File: src/rtl/oe_pkg.sv
package oe_pkg;

  typedef enum logic [1:0] {
    MODE_EDGE  = 2'b00,
    MODE_TAP_A = 2'b01,
    MODE_TAP_B = 2'b10,
    MODE_TAP_C = 2'b11
  } oe_mode_e;

  localparam int REG_W     = 8;
  localparam int FIELD_LSB = 2;

  // True in the last cycle of each period of length div.
  function automatic logic tap_hit(input int unsigned cnt, input int unsigned div);
    return (cnt % div) == (div - 1);
  endfunction

  // Bits of the mode register that hold a pin field.
  function automatic logic [REG_W-1:0] field_mask(input int unsigned pins);
    logic [REG_W-1:0] m;
    m = '0;
    for (int i = 0; i < pins; i++) begin
      m[FIELD_LSB + 2*i +: 2] = 2'b11;
    end
    return m;
  endfunction

  // Sticky flag update: a new acceptance wins over a clear.
  function automatic logic next_flag(input logic flag, input logic accept, input logic clr);
    return accept | (flag & ~clr);
  endfunction

endpackage

File: src/rtl/oe_prescaler.sv
module oe_prescaler #(
  parameter int DIV_A = 8,
  parameter int DIV_B = 16,
  parameter int DIV_C = 128
) (
  input  logic clk,
  input  logic rst_n,
  output logic tick_a,
  output logic tick_b,
  output logic tick_c
);
  import oe_pkg::*;

  localparam int CNT_W = (DIV_C > 1) ? $clog2(DIV_C) : 1;

  logic [CNT_W-1:0] cnt_q;

  always_ff @(posedge clk or negedge rst_n) begin
    if (!rst_n) begin
      cnt_q <= '0;
    end else if (cnt_q == CNT_W'(DIV_C - 1)) begin
      cnt_q <= '0;
    end else begin
      cnt_q <= cnt_q + 1'b1;
    end
  end

  assign tick_a = tap_hit(32'(cnt_q), DIV_A);
  assign tick_b = tap_hit(32'(cnt_q), DIV_B);
  assign tick_c = tap_hit(32'(cnt_q), DIV_C);

  assert_tap_gap_R4: assert property (@(posedge clk) disable iff (!rst_n)
    tick_a |=> !tick_a);

  assert_tap_nest_R4: assert property (@(posedge clk) disable iff (!rst_n)
    tick_c |-> (tick_a && tick_b));

endmodule

File: src/rtl/oe_pin_filter.sv
module oe_pin_filter #(
  parameter int SAMPLES     = 16,
  parameter int SYNC_STAGES = 2
) (
  input  logic       clk,
  input  logic       rst_n,
  input  logic       pin_n,
  input  logic [1:0] mode,
  input  logic       restart,
  input  logic       tick_a,
  input  logic       tick_b,
  input  logic       tick_c,
  input  logic       clr,
  output logic       accept,
  output logic       flag
);
  import oe_pkg::*;

  localparam int RUN_W = $clog2(SAMPLES + 1);

  oe_mode_e               mode_e;
  logic [SYNC_STAGES-1:0] sync_q;
  logic                   s_now;
  logic                   prev_q;
  logic [RUN_W-1:0]       run_q;
  logic                   sel_tick;
  logic                   level_mode;
  logic                   accept_edge;
  logic                   accept_level;
  logic                   flag_q;

  assign mode_e = oe_mode_e'(mode);

  // Synchronizer, idle state high
  always_ff @(posedge clk or negedge rst_n) begin
    if (!rst_n) begin
      sync_q <= '1;
    end else begin
      sync_q <= {sync_q[SYNC_STAGES-2:0], pin_n};
    end
  end
  assign s_now = sync_q[SYNC_STAGES-1];

  always_comb begin
    unique case (mode_e)
      MODE_TAP_A: sel_tick = tick_a;
      MODE_TAP_B: sel_tick = tick_b;
      MODE_TAP_C: sel_tick = tick_c;
      default:    sel_tick = 1'b0;
    endcase
  end
  assign level_mode = (mode_e != MODE_EDGE);

  // Edge history and low-run counter
  always_ff @(posedge clk or negedge rst_n) begin
    if (!rst_n) begin
      prev_q <= 1'b0;
      run_q  <= '0;
    end else if (restart) begin
      prev_q <= 1'b0;
      run_q  <= '0;
    end else begin
      prev_q <= s_now;
      if (level_mode && sel_tick) begin
        if (s_now) begin
          run_q <= '0;
        end else if (run_q != RUN_W'(SAMPLES)) begin
          run_q <= run_q + 1'b1;
        end
      end
    end
  end

  assign accept_edge  = !level_mode && prev_q && !s_now;
  assign accept_level = level_mode && sel_tick && !s_now && (run_q == RUN_W'(SAMPLES - 1));
  assign accept       = !restart && (accept_edge || accept_level);

  always_ff @(posedge clk or negedge rst_n) begin
    if (!rst_n) begin
      flag_q <= 1'b0;
    end else begin
      flag_q <= next_flag(flag_q, accept, clr);
    end
  end
  assign flag = flag_q;

  assert_edge_needs_high_R3: assert property (@(posedge clk) disable iff (!rst_n)
    (!level_mode && accept) |-> (!s_now && $past(s_now)));

  assert_level_on_tick_R4: assert property (@(posedge clk) disable iff (!rst_n)
    (level_mode && accept) |-> sel_tick);

  assert_run_bound_R5: assert property (@(posedge clk) disable iff (!rst_n)
    run_q <= RUN_W'(SAMPLES));

  assert_accept_sets_R6: assert property (@(posedge clk) disable iff (!rst_n)
    accept |=> flag_q);

  assert_sticky_R6: assert property (@(posedge clk) disable iff (!rst_n)
    (flag_q && !clr) |=> flag_q);

  assert_clear_R6: assert property (@(posedge clk) disable iff (!rst_n)
    (clr && !accept) |=> !flag_q);

  assert_restart_quiet_R9: assert property (@(posedge clk) disable iff (!rst_n)
    restart |=> !accept);

endmodule

File: src/rtl/oe_req_filter.sv
module oe_req_filter #(
  parameter int NUM_PINS    = 3,
  parameter int SAMPLES     = 16,
  parameter int SYNC_STAGES = 2,
  parameter int DIV_A       = 8,
  parameter int DIV_B       = 16,
  parameter int DIV_C       = 128
) (
  input  logic                clk,
  input  logic                rst_n,
  input  logic [NUM_PINS-1:0] oe_req_n,
  input  logic                bus_we,
  input  logic                bus_addr,
  input  logic [7:0]          bus_wdata,
  output logic [7:0]          bus_rdata,
  output logic [NUM_PINS-1:0] req_flags,
  output logic                req_any
);
  import oe_pkg::*;

  localparam logic [REG_W-1:0] MASK = field_mask(NUM_PINS);

  logic [REG_W-1:0]    mode_q;
  logic                wr_mode;
  logic                wr_clr;
  logic [NUM_PINS-1:0] restart;
  logic [NUM_PINS-1:0] clr;
  logic [NUM_PINS-1:0] accept;
  logic                tick_a;
  logic                tick_b;
  logic                tick_c;

  assign wr_mode = bus_we && !bus_addr;
  assign wr_clr  = bus_we && bus_addr;

  always_ff @(posedge clk or negedge rst_n) begin
    if (!rst_n) begin
      mode_q <= '0;
    end else if (wr_mode) begin
      mode_q <= bus_wdata & MASK;
    end
  end

  oe_prescaler #(.DIV_A(DIV_A), .DIV_B(DIV_B), .DIV_C(DIV_C)) i_prescaler (
    .clk    (clk),
    .rst_n  (rst_n),
    .tick_a (tick_a),
    .tick_b (tick_b),
    .tick_c (tick_c)
  );

  for (genvar g = 0; g < NUM_PINS; g++) begin : g_pin
    assign restart[g] = wr_mode &&
      (bus_wdata[FIELD_LSB + 2*g +: 2] != mode_q[FIELD_LSB + 2*g +: 2]);
    assign clr[g] = wr_clr && bus_wdata[g];

    oe_pin_filter #(.SAMPLES(SAMPLES), .SYNC_STAGES(SYNC_STAGES)) i_filter (
      .clk     (clk),
      .rst_n   (rst_n),
      .pin_n   (oe_req_n[g]),
      .mode    (mode_q[FIELD_LSB + 2*g +: 2]),
      .restart (restart[g]),
      .tick_a  (tick_a),
      .tick_b  (tick_b),
      .tick_c  (tick_c),
      .clr     (clr[g]),
      .accept  (accept[g]),
      .flag    (req_flags[g])
    );
  end

  assign req_any = |req_flags;

  always_comb begin
    bus_rdata = '0;
    if (bus_addr) begin
      bus_rdata[NUM_PINS-1:0] = req_flags;
    end else begin
      bus_rdata = mode_q;
    end
  end

  assert_mode_write_R2: assert property (@(posedge clk) disable iff (!rst_n)
    wr_mode |=> (mode_q == ($past(bus_wdata) & MASK)));

  assert_any_rises_R10: assert property (@(posedge clk) disable iff (!rst_n)
    (|accept) |=> req_any);

endmodule

File: config.mk
export PLATFORM = sky130hd
export DESIGN_NAME = oe_req_filter
export DESIGN_NICKNAME = d
export VERILOG_FILES = /design/src/rtl/oe_pkg.sv /design/src/rtl/oe_prescaler.sv /design/src/rtl/oe_pin_filter.sv /design/src/rtl/oe_req_filter.sv
export SDC_FILE = /design/constraint.sdc
export NUM_CORES = 1
export LEC_CHECK = 0
export ABC_AREA = 1
export BUFFER_PORTS_ARGS = -buffer_cell sky130_fd_sc_hd__buf_2
export CAP_MARGIN = 5
export CORE_MARGIN = 2
export CORE_UTILIZATION = 58
export DETAILED_ROUTE_END_ITERATION = 10
export PLACE_DENSITY = 0.75
export RECOVER_POWER = 25
export SLEW_MARGIN = 0
export SYNTH_ARGS = -nofsm -noshare
export SYNTH_HDL_FRONTEND = slang
export SYNTH_HIERARCHICAL = 1
export SYNTH_SLANG_ARGS = --single-unit
File: constraint.sdc
create_clock -name clk -period 1.73 [get_ports clk]
set_input_delay 0 -clock clk [delete_from_list [all_inputs] [get_ports clk]]
set_output_delay 0 -clock clk [all_outputs]
set_load 0.01 [all_outputs]
==> flow_summary.toml, run 1 <==
[sta]
relSlewSlack_pct = 35.1
fin_crit_ns = 1.63
hold_viol_final = 0
fin_skew_ns = 0.00707
tns_ns = 0
hold_slack_ns = 0.00586
finalSetupViolations = 0
fmax_mhz = 615
drv_slew = 0
worst_slew_pin_slew_ns = 0.974
fin_crit_sh_pct = 94.1

[setup_path]
crit_slowest_cell = "dfrtp_1"
crit_path_end_kind = "flop"
cpLargestDelayFamily = "simple AND/OR/NAND/NOR gates"
critPathMaxFanout = 5
r2r_end = "g_pin[1].i_filter/run_q[3]"
max_stage_delay_ns = 0.42
critical_path_class = "flop to flop"
crit_chain = "ha_4, nand3_4, nor3_4, nand2_1, nand3_1, nand2_2, nand2_4, nand2_4, nand2_1, nand2_1"
rr_worst_depth = 10
cp_data_required_time_ns = 1.91
r2r-start = "i_prescaler/cnt_q[1]"
rrSetupSlack_ns = 0.10
cp-start-kind = "flop"
critPathMostFrequentCell = "nand2_1"
worstPathBufferInverterCount = 0
worst_ep_arrival_time_ns = 1.81

[cts]
cts-root-buf = "clkbuf_8"
htree_levels = 2
cts_made_buffers = 5
clk_pin_slew_ns = 0.08
tritoncts = "yes"
clock_sinks = 40
clock_path_buffers = 2
clk_latency_ns = 0.29

[yosys]
synth_area_per_cell_sq_um = 7.39
synth_area_sq_um = 2420
yosys_warnings = 6
netlist_instances = 327
syn-num-nets = 353

[hold_path]
hold_depth = 4
hold_class = "input port to flop"
hold_end = "g_pin[1].i_filter/flag"
hp-start = "bus_wdata[1]"

[outcome]
status = "completed"

[cells_and_area]
final_common_cell = "nand2_1"
fin_cells = 427
fin_nets = 402
syn2layout_area_growth_pct = 18.4
antennaDiodeCount = 0
drive_above_1_share_pct = 21.8
design_area_sq_um = 2860
n_fill_cell = 336
final_cell_mix = "nand2_1, inv_1, dfrtp_1"

[power]
p_int_mw = 1.54
power_switching_mw = 0.743
clkPwrFrac_pct = 25.9
p_per_area_nw_per_um2 = 798
p_leak_nw = 1.54
p_comb_share_pct = 23.8
seqPwrFrac_pct = 50.2
ir_drop_mv = 0.525
switching_share_pct = 32.5
power_mw = 2.28

[routing]
drc = 0
routed_wl_um = 4840
drtIter0Drc = 128
antenna_left = 0
viasPerCell = 4.94
dr.pass1.iters = 4
routedWlPerCell_um = 11.3
vias = 2108

[global_routing]
grt_use_total_pct = 22.6
grt_pass1_vias = 1898
grt_overflow = 0
grt_pass1_wl_um = 7930
grt_max_degree = 41
antenna_found_initial = 0

[placement]
post-dp-hpwl_um = 3450
gp_congestion = 0.835
dpl-instance-area_sq_um = 2640
port_buffers = 26
dp_cells = 407

[die]
fp.dieW_um = 68.5
core_area_sq_um = 4000
rows = 23
die_h_um = 68.5
io_pins = 27
die-area_sq_um = 4700
start_util_pct = 60.4

[run]
cap_violations = 0
power groups by stage:
stage          clock network, mW  registers (mW)  logic [mW]
2_1_floorplan                  0            1.15       0.345
3_3_place_gp                   0            1.16       0.510
3_5_place_dp                   0            1.16       0.525
4_1_cts                    0.611            1.14       0.542
5_1_grt                    0.662            1.16       0.626
6_report                   0.592            1.15       0.544
metrics by stage:
step,setup slack (ns),utilization (%)
6_report,0.103,71.5
5_1_grt,-0.0263,71.5
4_1_cts,0.0524,70.2
3_5_place_dp,0.0713,65.9
3_3_place_gp,0.105,65.9
2_1_floorplan,0.169,-
registers in the layout (all words and copies together) (netlist names):
name,count
g_pin.i_filter/run_q,15
g_pin.i_filter/sync_q,6
g_pin.i_filter/flag,3
mode_q,6
g_pin.i_filter/prev_q,3
i_prescaler/cnt_q,7
per-layer routing:
layer | vias up | share of wire (%) | track usage, %
li1 | 1092 | - | -
met1 | 976 | 46 | 29.0
met2 | 36 | 50 | 39.2
met3 | 4 | 3.7 | 4.38
met4 | 0 | 0.91 | 5.25
met5 | - | 0 | 0
cell type report:
type / count / area [sq um] / share of cell area (%)
multi-input combinational: 220 / 1180 / 41.2
sequential: 40 / 1010 / 35.3
timing repair buffer: 44 / 285 / 9.97
inverter: 65 / 244 / 8.53
clock buffer: 7 / 76.3 / 2.67
tap: 50 / 62.6 / 2.19
clock inverter: 1 / 5.00 / 0.175
worst max-delay path by stage:
stage / start / to / slack [ns] / depth (start not counted)
2_1_floorplan: i_prescaler/cnt_q[0] / g_pin[0].i_filter/run_q[3] / 0.17 / 10
3_3_place_gp: i_prescaler/cnt_q[0] / g_pin[1].i_filter/run_q[3] / 0.10 / 10
3_5_place_dp: i_prescaler/cnt_q[0] / g_pin[1].i_filter/run_q[3] / 0.07 / 10
4_1_cts: i_prescaler/cnt_q[0] / g_pin[1].i_filter/run_q[3] / 0.05 / 10
5_1_grt: i_prescaler/cnt_q[0] / g_pin[2].i_filter/run_q[3] / -0.03 / 10
6_report: i_prescaler/cnt_q[1] / g_pin[1].i_filter/run_q[3] / 0.10 / 10
worst min-delay path, delay by kind of cell:
family | cells | cell delay, ns
AO/OA/AOI/OAI | 1 | 0.07
buffers and inverters | 2 | 0.11
AND/OR/NAND/NOR | 1 | 0.08
timing repair:
item | CTS | global route
setup buffers | 0 | 3
endpoints found under the setup margin | 0 | 15
endpoints found under the hold margin | 42 | 0
hold buffers | 9 | 0
resized for setup | 0 | 12
Note: power is estimated with default switching activity, not from simulation.
==> inputs of run 2 (changes only) <==
--- a/config.mk
+++ b/config.mk
@@ -13,6 +13,7 @@
 export DETAILED_ROUTE_END_ITERATION = 10
 export PLACE_DENSITY = 0.75
 export RECOVER_POWER = 25
+export REMOVE_ABC_BUFFERS = 1
 export SLEW_MARGIN = 0
 export SYNTH_ARGS = -nofsm -noshare
 export SYNTH_HDL_FRONTEND = slang
==> run 2 against run 1 <==
Routed wire length up 7.9%. Maximum frequency decreased by 0.96%. Hold slack gained 0.00056 ns. Setup slack worse by 0.016 ns. Final cell count decreased by 0.47%. Clock skew decreased by 0.0035 ns. Count of clock-buffer cells in the layout is the same. Die area stayed put. Via count rose by 2.2%. Non-clock buffer count decreased by 1. Clock power is 13% higher.
==> flow_summary.toml, run 2 (synthesis gave the netlist of run 1 again) <==
[outcome]
status = "completed"

[setup_path]
cp-start-kind = "flop"
cp_data_required_time_ns = 1.92
crit_path_end_kind = "flop"
worst_ep_arrival_time_ns = 1.83
critPathMaxFanout = 5
critical_path_class = "flop to flop"

[global_routing]
grt_overflow = 0
antenna_found_initial = 0
grt_use_total_pct = 23.4
grt_max_degree = 41
grt_pass1_vias = 1918
grt_pass1_wl_um = 8160

[power]
ir_drop_mv = 0.668
p_per_area_nw_per_um2 = 827
power_mw = 2.39
p_leak_nw = 1.55

[routing]
routed_wl_um = 5220
routedWlPerCell_um = 12.3
drtIter0Drc = 93
viasPerCell = 5.07
dr.pass1.iters = 4
vias = 2154
antenna_left = 0
drc = 0

[die]
start_util_pct = 60.4
rows = 23
fp.dieW_um = 68.5
core_area_sq_um = 4000
die-area_sq_um = 4700
die_h_um = 68.5
io_pins = 27

[cts]
clk_pin_slew_ns = 0.07
cts-root-buf = "clkbuf_8"
clk_latency_ns = 0.29
htree_levels = 2
clock_sinks = 40
clock_path_buffers = 2
tritoncts = "yes"
cts_made_buffers = 5

[cells_and_area]
final_common_cell = "nand2_1"
multi_input_area_sq_um = 1200
syn2layout_area_growth_pct = 19.6
final_cell_mix = "nand2_1, inv_1, dfrtp_1"
seq_area_sq_um = 1010
n_fill_cell = 327
regMostFlops = "g_pin.i_filter/run_q"
antennaDiodeCount = 0
fin_nets = 401
reg_top3 = "g_pin.i_filter/run_q (15), i_prescaler/cnt_q (7)"
largest_reg_flops = 15
design_area_sq_um = 2890
drive_above_1_share_pct = 22.9

[sta]
fin_crit_ns = 1.64
hold_viol_final = 0
rsz0062_at_grt = "yes"
worst_slew_pin_slew_ns = 0.977
fmax_mhz = 609
relSlewSlack_pct = 34.9
finalWorstSetupSlack_ns = 0.0870
finalSetupViolations = 0
drv_slew = 0
fin_skew_ns = 0.00354
fin_crit_sh_pct = 95.0

[placement]
dp_slack_ns = 0.0311
post-dp-hpwl_um = 3640
gp_congestion = 0.861
port_buffers = 26
dpl-instance-area_sq_um = 2640

[hold_path]
hold_class = "input port to flop"

[run]
cap_violations = 0
run 2: changes by cell type in the layout (fill, tap and decap cells not counted), sizes merged:
| cell | previous run | this run |
|---|---|---|
| clkinv | 1 | 0 |
| buf | 34 | 33 |
run 2: layer usage:
metal  vias to the layer above  share of wire (%)  wire length, um  track usage (%)
li1                       1090                  -                -                -
met1                      1006                 45             2350             30.6
met2                        47                 49             2540             38.3
met3                        11                4.5              236             4.55
met4                         0                1.9               97             9.25
met5                         -                  0                0                0
run 2: metrics by stage:
| stage | util [%] | setup TNS (ns) | instances | hold WS [ns] |
|---|---|---|---|---|
| after detailed placement | 65.9 | 0 | 407 | 0.0905 |
| after CTS | 70.5 | 0 | 423 | 0.00349 |
| after floorplan | - | 0 | 325 | -0.296 |
| final | 72.2 | 0 | 425 | 0.00642 |
| after global routing | 72.2 | -0.194 | 425 | 0.0363 |
| after global placement | 65.9 | 0 | 407 | 0.0888 |
run 2: area by class of cell:
cell class              count  area share [%]
clock buffers               7            3.33
well taps                  50            2.17
multi-input cells         220            41.5
repair buffers             43            9.61
flip-flops and latches     40            35.0
inverters                  65            8.45
run 2: worst max-delay path: stages (launching register included):
cell and delay [ns]:
dfrtp_1 0.42, ha_4 0.18, nand3_4 0.09, nor3_4 0.28, nand2_1 0.11, nand3_2 0.09, nand2_2 0.08, nand2_4 0.11
nand2_4 0.07, nand2_1 0.06, nand2_1 0.05
run 2: power by group:
group / switching [mW] / leakage, nW / internal (mW)
Sequential: 0.101 / 0.496 / 1.03
Combinational: 0.349 / 1.00 / 0.235
Clock: 0.316 / 0.0503 / 0.355
Total: 0.766 / 1.55 / 1.62
run 2: repair_timing:
item,4_1_cts,5_1_grt
gates resized for setup,0,17
buffers inserted,0,2
endpoints found under the setup margin,0,15
hold buffers,9,0
hold endpoints to repair,42,0
run 2: worst paths after layout:
check                                       startpoint                     endpoint  slack (ns)  cells past startpoint
max reg2reg                       i_prescaler/cnt_q[0]   g_pin[2].i_filter/run_q[3]        0.09                     10
max in group asynchronous                        rst_n                    mode_q[6]        0.60                      3
max                               i_prescaler/cnt_q[0]   g_pin[2].i_filter/run_q[3]        0.09                     10
min reg2reg                g_pin[2].i_filter/sync_q[0]  g_pin[2].i_filter/sync_q[1]        0.36                      0
min in group asynchronous                        rst_n     g_pin[2].i_filter/prev_q        0.48                      3
min                                       bus_wdata[0]       g_pin[0].i_filter/flag       0.006                      4
